--- src/rtl/mctx_pkg.sv ---
package mctx_pkg;
    typedef enum logic [2:0] {
        ST_IDLE  = 3'd0,
        ST_FETCH = 3'd1,
        ST_LOAD  = 3'd2,
        ST_SEND  = 3'd3,
        ST_EOM   = 3'd4
    } mctx_state_e;
endpackage

--- src/rtl/mctx_line_mon.sv ---
module mctx_line_mon #(
    parameter int DW = 8
) (
    input  logic          clk,
    input  logic          rst_n,
    input  logic          frame_tick,
    input  logic          mr_dn_n,
    input  logic [DW-1:0] mon_dn,
    output logic          ack_edge,
    output logic          collide
);
    logic mr_q;

    // MR as seen at the previous frame boundary
    always_ff @(posedge clk) begin
        if (!rst_n)          mr_q <= 1'b1;
        else if (frame_tick) mr_q <= mr_dn_n;
    end

    always_comb begin
        ack_edge = frame_tick && mr_q && !mr_dn_n;
        collide  = frame_tick && (mon_dn != {DW{1'b1}});
    end
endmodule

--- src/rtl/mctx_frame_cnt.sv ---
module mctx_frame_cnt #(
    parameter int LIMIT = 1
) (
    input  logic clk,
    input  logic rst_n,
    input  logic clr,
    input  logic inc,
    output logic at_lim
);
    localparam int CW = (LIMIT < 1) ? 1 : $clog2(LIMIT + 1);
    logic [CW-1:0] cnt;

    assign at_lim = (cnt == CW'(LIMIT));

    always_ff @(posedge clk) begin
        if (!rst_n || clr)      cnt <= '0;
        else if (inc && !at_lim) cnt <= cnt + 1'b1;
    end
endmodule

--- src/rtl/mctx_fsm.sv ---
module mctx_fsm
    import mctx_pkg::*;
#(
    parameter int DW = 8
) (
    input  logic          clk,
    input  logic          rst_n,
    input  logic          frame_tick,
    input  logic          start,
    input  logic          fetch_vld,
    input  logic          fetch_end,
    input  logic [DW-1:0] fetch_byte,
    input  logic          ack_edge,
    input  logic          collide,
    input  logic          hold_done,
    input  logic          eom_last,
    output logic          in_send,
    output logic          in_eom,
    output logic          fetch_req,
    output logic          mx_up_n,
    output logic [DW-1:0] mon_up,
    output logic          busy,
    output logic          msg_done,
    output logic          abort_pulse
);
    mctx_state_e   st, st_nx;
    logic [DW-1:0] byte_q;
    logic          ack_seen;
    logic          release_ok;

    assign release_ok = frame_tick && (ack_edge || ack_seen) && hold_done;

    always_comb begin
        st_nx = st;
        unique case (st)
            ST_IDLE:  if (start) st_nx = ST_FETCH;
            ST_FETCH: if (fetch_vld) st_nx = fetch_end ? ST_EOM : ST_LOAD;
            ST_LOAD:  if (frame_tick) st_nx = ST_SEND;
            ST_SEND: begin
                if (collide)         st_nx = ST_IDLE;
                else if (release_ok) st_nx = ST_FETCH;
            end
            ST_EOM:   if (frame_tick && eom_last) st_nx = ST_IDLE;
            default:  st_nx = ST_IDLE;
        endcase
    end

    // state register and the registered pulses
    always_ff @(posedge clk) begin
        if (!rst_n) begin
            st          <= ST_IDLE;
            byte_q      <= '1;
            ack_seen    <= 1'b0;
            msg_done    <= 1'b0;
            abort_pulse <= 1'b0;
        end else begin
            st          <= st_nx;
            if (st == ST_FETCH && fetch_vld && !fetch_end) byte_q <= fetch_byte;
            ack_seen    <= (st == ST_SEND) && (st_nx == ST_SEND) && (ack_seen || ack_edge);
            msg_done    <= (st == ST_EOM) && frame_tick && eom_last;
            abort_pulse <= (st == ST_SEND) && collide;
        end
    end

    // outputs decoded from the state
    always_comb begin
        in_send   = (st == ST_SEND);
        in_eom    = (st == ST_EOM);
        fetch_req = (st == ST_FETCH);
        busy      = (st != ST_IDLE);
        mx_up_n   = !in_send;
        mon_up    = in_send ? byte_q : {DW{1'b1}};
    end

    AST_ABORT_IDLE: assert property (@(posedge clk) disable iff (!rst_n)
        abort_pulse |-> (mx_up_n && !busy));
    AST_COLLIDE_ABORTS: assert property (@(posedge clk) disable iff (!rst_n)
        (in_send && collide) |=> abort_pulse);
    AST_PULSE_EXCL: assert property (@(posedge clk) disable iff (!rst_n)
        !(abort_pulse && msg_done));
    AST_MX_ON_TICK: assert property (@(posedge clk) disable iff (!rst_n)
        !$past(frame_tick) |-> $stable(mx_up_n));
    AST_HOLD_TWO: assert property (@(posedge clk) disable iff (!rst_n)
        (in_send && frame_tick && !hold_done && !collide) |=> !mx_up_n);
    AST_REQ_HELD: assert property (@(posedge clk) disable iff (!rst_n)
        (fetch_req && !fetch_vld) |=> fetch_req);
endmodule

--- src/rtl/mchan_tx.sv ---
module mchan_tx #(
    parameter int DW         = 8,
    parameter int MIN_FRAMES = 2,
    parameter int EOM_FRAMES = 2
) (
    input  logic          clk,
    input  logic          rst_n,
    input  logic          frame_tick,
    input  logic          start,
    output logic          fetch_req,
    input  logic          fetch_vld,
    input  logic          fetch_end,
    input  logic [DW-1:0] fetch_byte,
    output logic          mx_up_n,
    output logic [DW-1:0] mon_up,
    input  logic          mr_dn_n,
    input  logic [DW-1:0] mon_dn,
    output logic          busy,
    output logic          msg_done,
    output logic          abort_pulse
);
    localparam int HOLD_LIM = (MIN_FRAMES < 2) ? 1 : MIN_FRAMES - 1;
    localparam int EOM_LIM  = (EOM_FRAMES < 2) ? 1 : EOM_FRAMES - 1;

    logic ack_edge, collide, hold_done, eom_last, in_send, in_eom;

    mctx_line_mon #(.DW(DW)) u_line (
        .clk(clk), .rst_n(rst_n), .frame_tick(frame_tick),
        .mr_dn_n(mr_dn_n), .mon_dn(mon_dn),
        .ack_edge(ack_edge), .collide(collide)
    );

    mctx_frame_cnt #(.LIMIT(HOLD_LIM)) u_hold (
        .clk(clk), .rst_n(rst_n), .clr(!in_send),
        .inc(frame_tick && in_send), .at_lim(hold_done)
    );

    mctx_frame_cnt #(.LIMIT(EOM_LIM)) u_eom (
        .clk(clk), .rst_n(rst_n), .clr(!in_eom),
        .inc(frame_tick && in_eom), .at_lim(eom_last)
    );

    mctx_fsm #(.DW(DW)) u_fsm (
        .clk(clk), .rst_n(rst_n), .frame_tick(frame_tick), .start(start),
        .fetch_vld(fetch_vld), .fetch_end(fetch_end), .fetch_byte(fetch_byte),
        .ack_edge(ack_edge), .collide(collide),
        .hold_done(hold_done), .eom_last(eom_last),
        .in_send(in_send), .in_eom(in_eom), .fetch_req(fetch_req),
        .mx_up_n(mx_up_n), .mon_up(mon_up), .busy(busy),
        .msg_done(msg_done), .abort_pulse(abort_pulse)
    );
endmodule

--- config.mk ---
export PLATFORM = sky130hd
export DESIGN_NAME = mchan_tx
export DESIGN_NICKNAME = d
export VERILOG_FILES = /design/src/rtl/mctx_pkg.sv /design/src/rtl/mctx_line_mon.sv /design/src/rtl/mctx_frame_cnt.sv /design/src/rtl/mctx_fsm.sv /design/src/rtl/mchan_tx.sv
export SDC_FILE = /design/constraint.sdc
export NUM_CORES = 1
export LEC_CHECK = 0
export CAP_MARGIN = 20
export CORE_MARGIN = 2
export CORE_UTILIZATION = 35
export DETAILED_ROUTE_END_ITERATION = 12
export GPL_TIMING_DRIVEN = 1
export PLACE_DENSITY_LB_ADDON = 0.3
export SYNTH_ARGS = -nofsm -noshare
export SYNTH_HDL_FRONTEND = slang
export SYNTH_SLANG_ARGS = --single-unit
--- constraint.sdc ---
create_clock -name clk -period 1.3 [get_ports clk]
set_input_delay 0.13 -clock clk [delete_from_list [all_inputs] [get_ports clk]]
set_output_delay 0.13 -clock clk [all_outputs]
set_load 0.03 [all_outputs]
==> impl_metrics.env, run 1 <==
export IMPL_status="complete, but fails checks"
export IMPL_violations="negative setup slack"
export IMPL_cts_tree="done"
export IMPL_clk_pin_slew_ns=0.10
export IMPL_synthesis_area_um2=797
export IMPL_num_vias=767
export IMPL_diodes=0
export IMPL_gp_congestion=0.760
export IMPL_grt_max_degree=11
export IMPL_num_rows=17
export IMPL_cap_viol_max_count=0
export IMPL_relSlewSlack_pct=76.1
export IMPL_tightest_slew_ns=0.355
export IMPL_cts_hold_buf=0
export IMPL_synth_async_reset_ratio_pct=0
export IMPL_synth_top_cell_by_area="dfxtp_1"
export IMPL_rsz0062_at_grt="true"
export IMPL_critPathMaxStageDelay_ns=0.37
export IMPL_ir_worst_vdd_uv=674
export IMPL_drc_errors=0
export IMPL_seq_area_frac_synth_pct=42.7
export IMPL_clock_latency_ns=0.29
export IMPL_worst_clock_skew_ns=0.000758
export IMPL_antenna_found_initial=0
export IMPL_start_kind="register"
export IMPL_dp_worst_setup_slack_ns=-0.223
export IMPL_synth_warnings=0
export IMPL_critPathTopFamily="simple AND/OR/NAND/NOR gates"
export IMPL_first_global_vias=727
export IMPL_synth_most_common_cell="dfxtp_1"
export IMPL_core_area_um2=2190
export IMPL_grt_pass1_wl_mm=3.08
export IMPL_yosysUniqueCellTypes=28
export IMPL_path_cells="nor2b_4 -> and2_4 -> nand2b_4 -> buf_6"
export IMPL_clk_path_buf_depth=2
export IMPL_overflow=0
export IMPL_die_x_um=51.7
export IMPL_synthCells=88
export IMPL_hold_viol_final=0
export IMPL_drive_above_1_share_pct=35.6
export IMPL_wl_met3_um=75
export IMPL_worstPathArrival_ns=1.27
export IMPL_drtIter0Drc=4
export IMPL_slew_viol_final=0
export IMPL_p_per_area_nw_per_um2=765
export IMPL_p_leak_nw=0.591
export IMPL_top_layer_used="met4"
export IMPL_max_freq_ghz=0.714
export IMPL_fin_crit_ns=1.40
export IMPL_synth_cells_most_frequent="dfxtp_1 (17), nand2_1 (13), mux2i_1 (9), nor2_1 (9), nand2b_1 (8)"
export IMPL_area_growth_pct=71.9
export IMPL_dpl_cell_area_um2=1190
export IMPL_fp_dieH_um=51.7
export IMPL_firstDrtPassIters=3
export IMPL_synth_edf_count=0
export IMPL_fin_util_pct=62.5
export IMPL_ant_nets=0
export IMPL_cts_max_level=1
export IMPL_ys_top_cells_by_area="dfxtp_1 (43%), mux2i_1 (11%), nand2b_1 (6.3%)"
export IMPL_cts_sinks=17
export IMPL_hold_class="input port to register"
export IMPL_wl_per_cell_um=12.4
export IMPL_clock_root_buffer="clkbuf_4"
export IMPL_portBuffers=35
export IMPL_worst_slack_ns=-0.0998
export IMPL_hpwl_mm=1.47
export IMPL_critPathMaxFanout=5
export IMPL_criticalPathCategory="register to output port"
export IMPL_finalSetupViolations=10
export IMPL_initial_core_util_pct=36.4
export IMPL_drt_wl_total_mm=2.02
export IMPL_ys_flop_type="dfxtp_1"
export IMPL_cp_required_ns=1.17
export IMPL_synth_seq_cells=17
export IMPL_ios=36
export IMPL_viasPerCell=4.71
export IMPL_total_power_w=0.00105
export IMPL_finalNetCount=159
export IMPL_dr_wl_met2_mm=1.05
export IMPL_die_area_um2=2670
export IMPL_fillers=190
export IMPL_syn_mean_instance_area_um2=9.06
export IMPL_numCtsBuffers=3
export IMPL_grt_use_total_pct=16.1
export IMPL_cp_slowest_cell="dfxtp_4"
export IMPL_critPathBufInv=1
export IMPL_fin_area_um2=1370
export IMPL_syn_nets=111
export IMPL_end_kind="output port"
export IMPL_fin_crit_sh_pct=108
export IMPL_met1_length_um=847
export IMPL_synth_top_area_share_pct=42.7
[area by class of cell]
cell class | count | area (um^2) | share of cell area [%]
timing repair buffer | 45 | 429 | 31.3
sequential | 17 | 345 | 25.2
clock inverter | 1 | 5.00 | 0.365
multi-input combinational | 66 | 522 | 38.1
inverter | 3 | 11.3 | 0.822
clock buffer | 3 | 22.5 | 1.64
tap | 28 | 35.0 | 2.56
[per-layer routing]
layer	track usage, %	vias to the layer above
met5	0	-
met1	16.9	352
met4	10.5	0
met3	3.16	4
met2	29.1	15
li1	-	396
[placed cells by master, fill, tap and decap left out, types with 3 or more instances in the layout]
cell type        Yosys  routed
dfxtp_1             17      15
buf_4                0      12
nor2_1               9       9
nand2b_4             0       8
nand3_1              3       3
clkdlybuf4s50_1      0      22
clkbuf_4             0       3
buf_6                1       9
nand2_1             13      13
mux2i_1              9       9
[registers in the layout (all words and copies together) (netlist names)]
name / count
u_fsm.msg_done: 1
u_hold.at_lim: 1
u_eom.at_lim: 1
u_fsm.abort_pulse: 1
u_fsm.byte_q: 8
u_line.mr_q: 1
u_fsm.st: 3
u_fsm.ack_seen: 1
[path summary, 6_finish.rpt]
check                 from         endpoint  slack [ns]  depth (start not counted)
max            u_fsm.st[0]        mon_up[4]        -0.1                          4
min          fetch_byte[6]  u_fsm.byte_q[6]        0.44                          3
max reg2reg    u_fsm.st[0]  u_fsm.byte_q[5]           0                          5
min reg2reg   u_eom.at_lim   u_fsm.msg_done        0.47                          2
[power by group]
part           switching [W]  leakage (nW)  internal (W)
Clock               0.000164        0.0177      0.000114
Combinational      0.0000919         0.434      0.000132
Sequential         0.0000106         0.139      0.000536
[kinds of logic after synthesis]
group / Yosys count / synth area share, %
buffers and inverters: 6 / 3.77
DFF: 17 / 42.7
AOI/OAI and AO/OA: 9 / 8.32
muxes: 10 / 12.7
and+or+nand+nor: 46 / 32.5
[through the flow]
step / hold WS [ns] / TNS (ns) / instances
final: 0.438 / -0.762 / 163
after global routing: 0.436 / -1.54 / 163
after CTS: 0.434 / -0.570 / 162
after detailed placement: 0.453 / -1.75 / 155
after global placement: 0.447 / -1.48 / 155
after floorplan: 0.258 / 0 / 88
[repair_timing]
item	4_1_cts	5_1_grt
setup buffers	2	1
gates resized for setup	19	8
pin swaps	3	5
setup endpoints to repair	13	19
cloned	1	0
[worst register-to-register path, stage by stage, from the launching register on]
cell and delay, ns:
dfxtp_4 0.37, buf_4 0.13, nand4bb_4 0.15, nor2_8 0.23, mux2i_1 0.25, nand2_1 0.07
(Power assumes the default switching activity.)
==> run 2: changes to the inputs <==
Settings changed: REMOVE_ABC_BUFFERS set to 1.
==> run 2 against run 1 <==
  * The run still ends with negative setup slack left
  * Global-route usage increased by 0.29 points
  * Clock power rose by 2%
  * Clock skew rose by 0.0012 ns
  * Cell count grew 1.2%
  * Sequential power barely moved
  * Fmax up 2.9%
  * Final area up 0.18%
==> impl_metrics.env, run 2 (synthesis gave the netlist of run 1 again) <==
export IMPL_num_rows=17
export IMPL_viasPerCell=4.64
export IMPL_end_kind="output port"
export IMPL_slew_viol_final=0
export IMPL_die_area_um2=2670
export IMPL_p_leak_nw=0.566
export IMPL_fin_util_pct=62.6
export IMPL_cp_required_ns=1.17
export IMPL_fp_dieH_um=51.7
export IMPL_fin_crit_sh_pct=105
export IMPL_criticalPathCategory="register to output port"
export IMPL_p_clk_share_pct=26.7
export IMPL_worstPathArrival_ns=1.23
export IMPL_hold_class="input port to register"
export IMPL_fin_crit_ns=1.36
export IMPL_gp_congestion=0.796
export IMPL_drive_above_1_share_pct=34.3
export IMPL_total_power_w=0.00106
export IMPL_layout_commonest_cell="clkdlybuf4s50_1"
export IMPL_worst_clock_skew_ns=0.00194
export IMPL_clk_pin_slew_ns=0.10
export IMPL_grt_use_total_pct=16.4
export IMPL_r2r_cells=5
export IMPL_regMostFlops="u_fsm.byte_q"
export IMPL_drtIter0Drc=10
export IMPL_cts_max_level=1
export IMPL_start_kind="register"
export IMPL_clock_root_buffer="clkbuf_4"
export IMPL_num_vias=766
export IMPL_whs_path_depth=3
export IMPL_cap_viol_max_count=0
export IMPL_seqPwrFrac_pct=51.1
export IMPL_p_per_area_nw_per_um2=775
export IMPL_ios=36
export IMPL_cts_sinks=17
export IMPL_critPathMaxStageDelay_ns=0.35
export IMPL_hpwl_mm=1.42
export IMPL_finalNetCount=161
export IMPL_mostFrequentLayoutCells="clkdlybuf4s50_1 (22), dfxtp_1 (15), nand2_1 (13), buf_6 (12), buf_4 (11)"
export IMPL_drc_errors=0
export IMPL_numCtsBuffers=3
export IMPL_reg_top3="u_fsm.byte_q (8), u_fsm.st (3)"
export IMPL_overflow=0
export IMPL_internal_power_w=0.000793
export IMPL_ant_nets=0
export IMPL_cts_tree="done"
export IMPL_largest_reg_flops=8
export IMPL_wl_per_cell_um=12.7
export IMPL_path_cells="buf_4 -> and2_4 -> nand2b_1 -> buf_6"
export IMPL_drt_wl_total_mm=2.09
export IMPL_relSlewSlack_pct=79.8
export IMPL_diodes=0
export IMPL_rsz0062_at_grt="true"
export IMPL_worst_slack_ns=-0.0602
export IMPL_switchingPower_w=0.000271
export IMPL_hold_viol_final=0
export IMPL_max_freq_ghz=0.735
export IMPL_antenna_found_initial=0
export IMPL_area_growth_pct=72.2
export IMPL_clk_path_buf_depth=2
export IMPL_pwr_share_comb_pct=22.2
export IMPL_critical_path_depth=4
export IMPL_portBuffers=35
export IMPL_cp_slowest_cell="dfxtp_1"
export IMPL_firstDrtPassIters=4
export IMPL_swShare_pct=25.4
export IMPL_tightest_slew_ns=0.300
export IMPL_violations="negative setup slack"
export IMPL_clock_latency_ns=0.28
export IMPL_ir_worst_vdd_uv=416
export IMPL_first_global_vias=796
export IMPL_finalSetupViolations=9
export IMPL_grt_pass1_wl_mm=3.26
export IMPL_initial_core_util_pct=36.4
export IMPL_critPathMaxFanout=7
export IMPL_status="complete, but fails checks"
export IMPL_core_area_um2=2190
export IMPL_critPathBufInv=2
export IMPL_critPathTopFamily="flip-flops"
export IMPL_die_x_um=51.7
export IMPL_grt_max_degree=11
-- run 2: per-layer routing --
metal	vias up	global-route usage, %	wire length (um)
met1	358	18.3	907
met2	10	30.1	1120
li1	396	-	-
met3	2	1.72	36
met4	0	9.21	27
met5	-	0	0
-- run 2: metrics by stage --
stage,worst slack [ns],setup TNS (ns),instance area (um^2),std cells,hold slack [ns]
floorplan,-0.0140,-0.0140,778,85,0.192
global placement,-0.185,-1.49,1200,156,0.445
detailed placement,-0.226,-1.84,1200,156,0.452
CTS,-0.0755,-0.359,1320,165,0.437
global route,-0.126,-1.05,1370,165,0.448
finish,-0.0602,-0.428,1370,165,0.435
-- run 2: final timing paths --
path                  from  slack [ns]         endpoint
min          fetch_byte[0]        0.44  u_fsm.byte_q[0]
max            u_fsm.st[1]       -0.06        mon_up[7]
max reg2reg    u_fsm.st[0]        0.04  u_fsm.byte_q[7]
min reg2reg  u_hold.at_lim        0.47    u_hold.at_lim
-- run 2: worst register-to-register path: cells and delay by family (launching register included) --
family	cells	cell delay, ns
DFF	1	0.35
buffers and inverters	1	0.11
and+or+nand+nor	3	0.46
muxes	1	0.24
-- run 2: power by group through the flow --
stage	Clock [W]	Combinational, W	Sequential (W)
6_report	0.000284	0.000237	0.000544
2_1_floorplan	0	0.0000816	0.000559
4_1_cts	0.000290	0.000221	0.000543
3_5_place_dp	0	0.000203	0.000557
5_1_grt	0.000312	0.000253	0.000546
3_3_place_gp	0	0.000200	0.000556
-- run 2: repair_timing --
action	in CTS	in global routing
setup endpoints to repair	13	18
pin swaps	2	5
hold buffers	0	0
gates resized for setup	19	11
buffers inserted	4	0
gates cloned	1	0
-- run 2: final cells by class --
| type | count | area (um^2) |
|---|---|---|
| tap | 28 | 35.0 |
| inverter | 3 | 11.3 |
| clock buffer | 4 | 26.3 |
| multi-input combinational | 66 | 499 |
| fill | 196 | 818 |
| timing repair buffer | 47 | 455 |
| sequential | 17 | 345 |
==> run 3: changes to the inputs <==
Settings changed: CORE_MARGIN 2 to not set.
==> run 3 against run 2 <==
  * The run still ends with negative setup slack left
  * Power fell by 0.84%
  * Die area fell by 7.6%
  * Worst setup slack got worse by 0.038 ns
  * Cell count fell by 1.2%
  * Hold slack got worse by 0.0086 ns
  * Flip-flop and latch count did not move
  * Clock power barely moved
  * Utilization rose by 2.1 points
  * Critical path type unchanged
==> impl_metrics.env, run 3 (synthesis gave the netlist of run 1 again) <==
export IMPL_clock_root_buffer="clkbuf_4"
export IMPL_cts_tree="done"
export IMPL_cts_max_level=1
export IMPL_max_freq_ghz=0.715
export IMPL_worst_slack_ns=-0.0982
export IMPL_fp_dieH_um=49.7
export IMPL_die_x_um=49.7
export IMPL_p_leak_nw=0.527
export IMPL_finalNetCount=160
export IMPL_ant_nets=0
export IMPL_clk_path_buf_depth=2
export IMPL_drive_above_1_share_pct=30.9
export IMPL_worstPathArrival_ns=1.27
export IMPL_end_kind="output port"
export IMPL_wl_per_cell_um=11.9
export IMPL_first_global_vias=814
export IMPL_finalSetupViolations=17
export IMPL_largest_reg_flops=8
export IMPL_firstDrtPassIters=4
export IMPL_core_area_um2=2040
export IMPL_cp_required_ns=1.17
export IMPL_gp_congestion=0.806
export IMPL_fin_crit_sh_pct=108
export IMPL_num_vias=780
export IMPL_hold_viol_final=0
export IMPL_reg_top3="u_fsm.byte_q (8), u_fsm.st (3)"
export IMPL_numCtsBuffers=3
export IMPL_timing_hold_ws_ns=0.427
export IMPL_slew_viol_final=0
export IMPL_initial_core_util_pct=39.0
export IMPL_drt_wl_total_mm=1.94
export IMPL_criticalPathCategory="register to output port"
export IMPL_num_rows=16
export IMPL_fin_crit_ns=1.40
export IMPL_rsz0062_at_grt="true"
export IMPL_grt_pass1_wl_mm=3.33
export IMPL_cts_sinks=17
export IMPL_ios=36
export IMPL_violations="negative setup slack"
export IMPL_final_cell_count_no_fill=163
export IMPL_cp_slowest_cell="dfxtp_4"
export IMPL_worst_clock_skew_ns=0.00601
export IMPL_path_cells="nor2b_4 -> and2_4 -> nand2b_1 -> buf_6"
export IMPL_relSlewSlack_pct=80.3
export IMPL_hold_class="input port to register"
export IMPL_p_per_area_nw_per_um2=798
export IMPL_tightest_slew_ns=0.296
export IMPL_drtIter0Drc=9
export IMPL_layout_commonest_cell="clkdlybuf4s50_1"
export IMPL_viasPerCell=4.79
export IMPL_area_growth_pct=65.9
export IMPL_drc_errors=0
export IMPL_clock_latency_ns=0.30
export IMPL_status="complete, but fails checks"
export IMPL_ir_worst_vdd_uv=883
export IMPL_cap_viol_max_count=0
export IMPL_diodes=0
export IMPL_die_area_um2=2470
export IMPL_mostFrequentLayoutCells="clkdlybuf4s50_1 (22), dfxtp_1 (15), nand2_1 (13), buf_4 (12), buf_6 (10)"
export IMPL_critPathMaxStageDelay_ns=0.37
export IMPL_overflow=0
export IMPL_hpwl_mm=1.42
export IMPL_dp_cells=154
export IMPL_grt_max_degree=11
export IMPL_r2r_slack_ns=-0.04
export IMPL_start_kind="register"
export IMPL_grt_use_total_pct=18.0
export IMPL_antenna_found_initial=0
export IMPL_clk_pin_slew_ns=0.10
export IMPL_critPathMaxFanout=5
export IMPL_cts_hold_buf=0
export IMPL_regMostFlops="u_fsm.byte_q"
export IMPL_portBuffers=35
[run 3: what timing repair did]
| action | 4_1_cts | 5_1_grt |
|---|---|---|
| buffers inserted | 3 | 1 |
| gates cloned | 1 | 0 |
| pin swaps | 2 | 7 |
| setup endpoints to repair | 13 | 22 |
| gates resized for setup | 16 | 7 |
[run 3: final cells by class]
class / instances / area, um^2
Clock buffer: 3 / 22.5
Clock inverter: 1 / 5.00
Multi-Input combinational cell: 66 / 464
Tap cell: 27 / 33.8
Fill cell: 191 / 719
Sequential cell: 17 / 345
Timing Repair Buffer: 46 / 440
Inverter: 3 / 11.3
[run 3: per-layer routing]
layer	up-vias	global-route usage (%)	part of all wire, %
li1	392	-	-
met1	357	21.3	42
met2	26	30.9	51
met3	5	4.63	5.3
met4	0	7.14	1.5
met5	-	0	0
[run 3: per-stage QoR]
step,instance area (um^2),TNS (ns),power (W),utilization [%],worst slack (ns)
after floorplan,778,-0.0140,0.000641,-,-0.0140
after global placement,1190,-1.47,0.000753,58.1,-0.183
after detailed placement,1190,-1.65,0.000757,58.1,-0.205
after CTS,1280,-0.588,0.00105,62.9,-0.0816
after global routing,1320,-2.38,0.00111,64.8,-0.161
final,1320,-0.863,0.00106,64.8,-0.0982
[run 3: worst paths after layout]
kind,end,startpoint,cells past startpoint
worst max register to register,u_fsm.byte_q[1],u_fsm.st[0],6
worst min-delay path,u_fsm.byte_q[2],fetch_byte[2],3
worst min register to register,u_fsm.byte_q[3],u_fsm.byte_q[3],2
worst max-delay path,mon_up[0],u_fsm.st[0],4
[run 3: report_power, final]
group | switching [W] | internal, W
logic | 0.0000921 | 0.000133
clock network | 0.000169 | 0.000115
registers | 0.0000104 | 0.000536
[run 3: worst max-delay path: cells and delay by family (launching register included)]
kind | cells | cell delay (ns)
AND/OR/NAND/NOR | 3 | 0.46
flip-flops | 1 | 0.37
buffers and inverters | 1 | 0.14
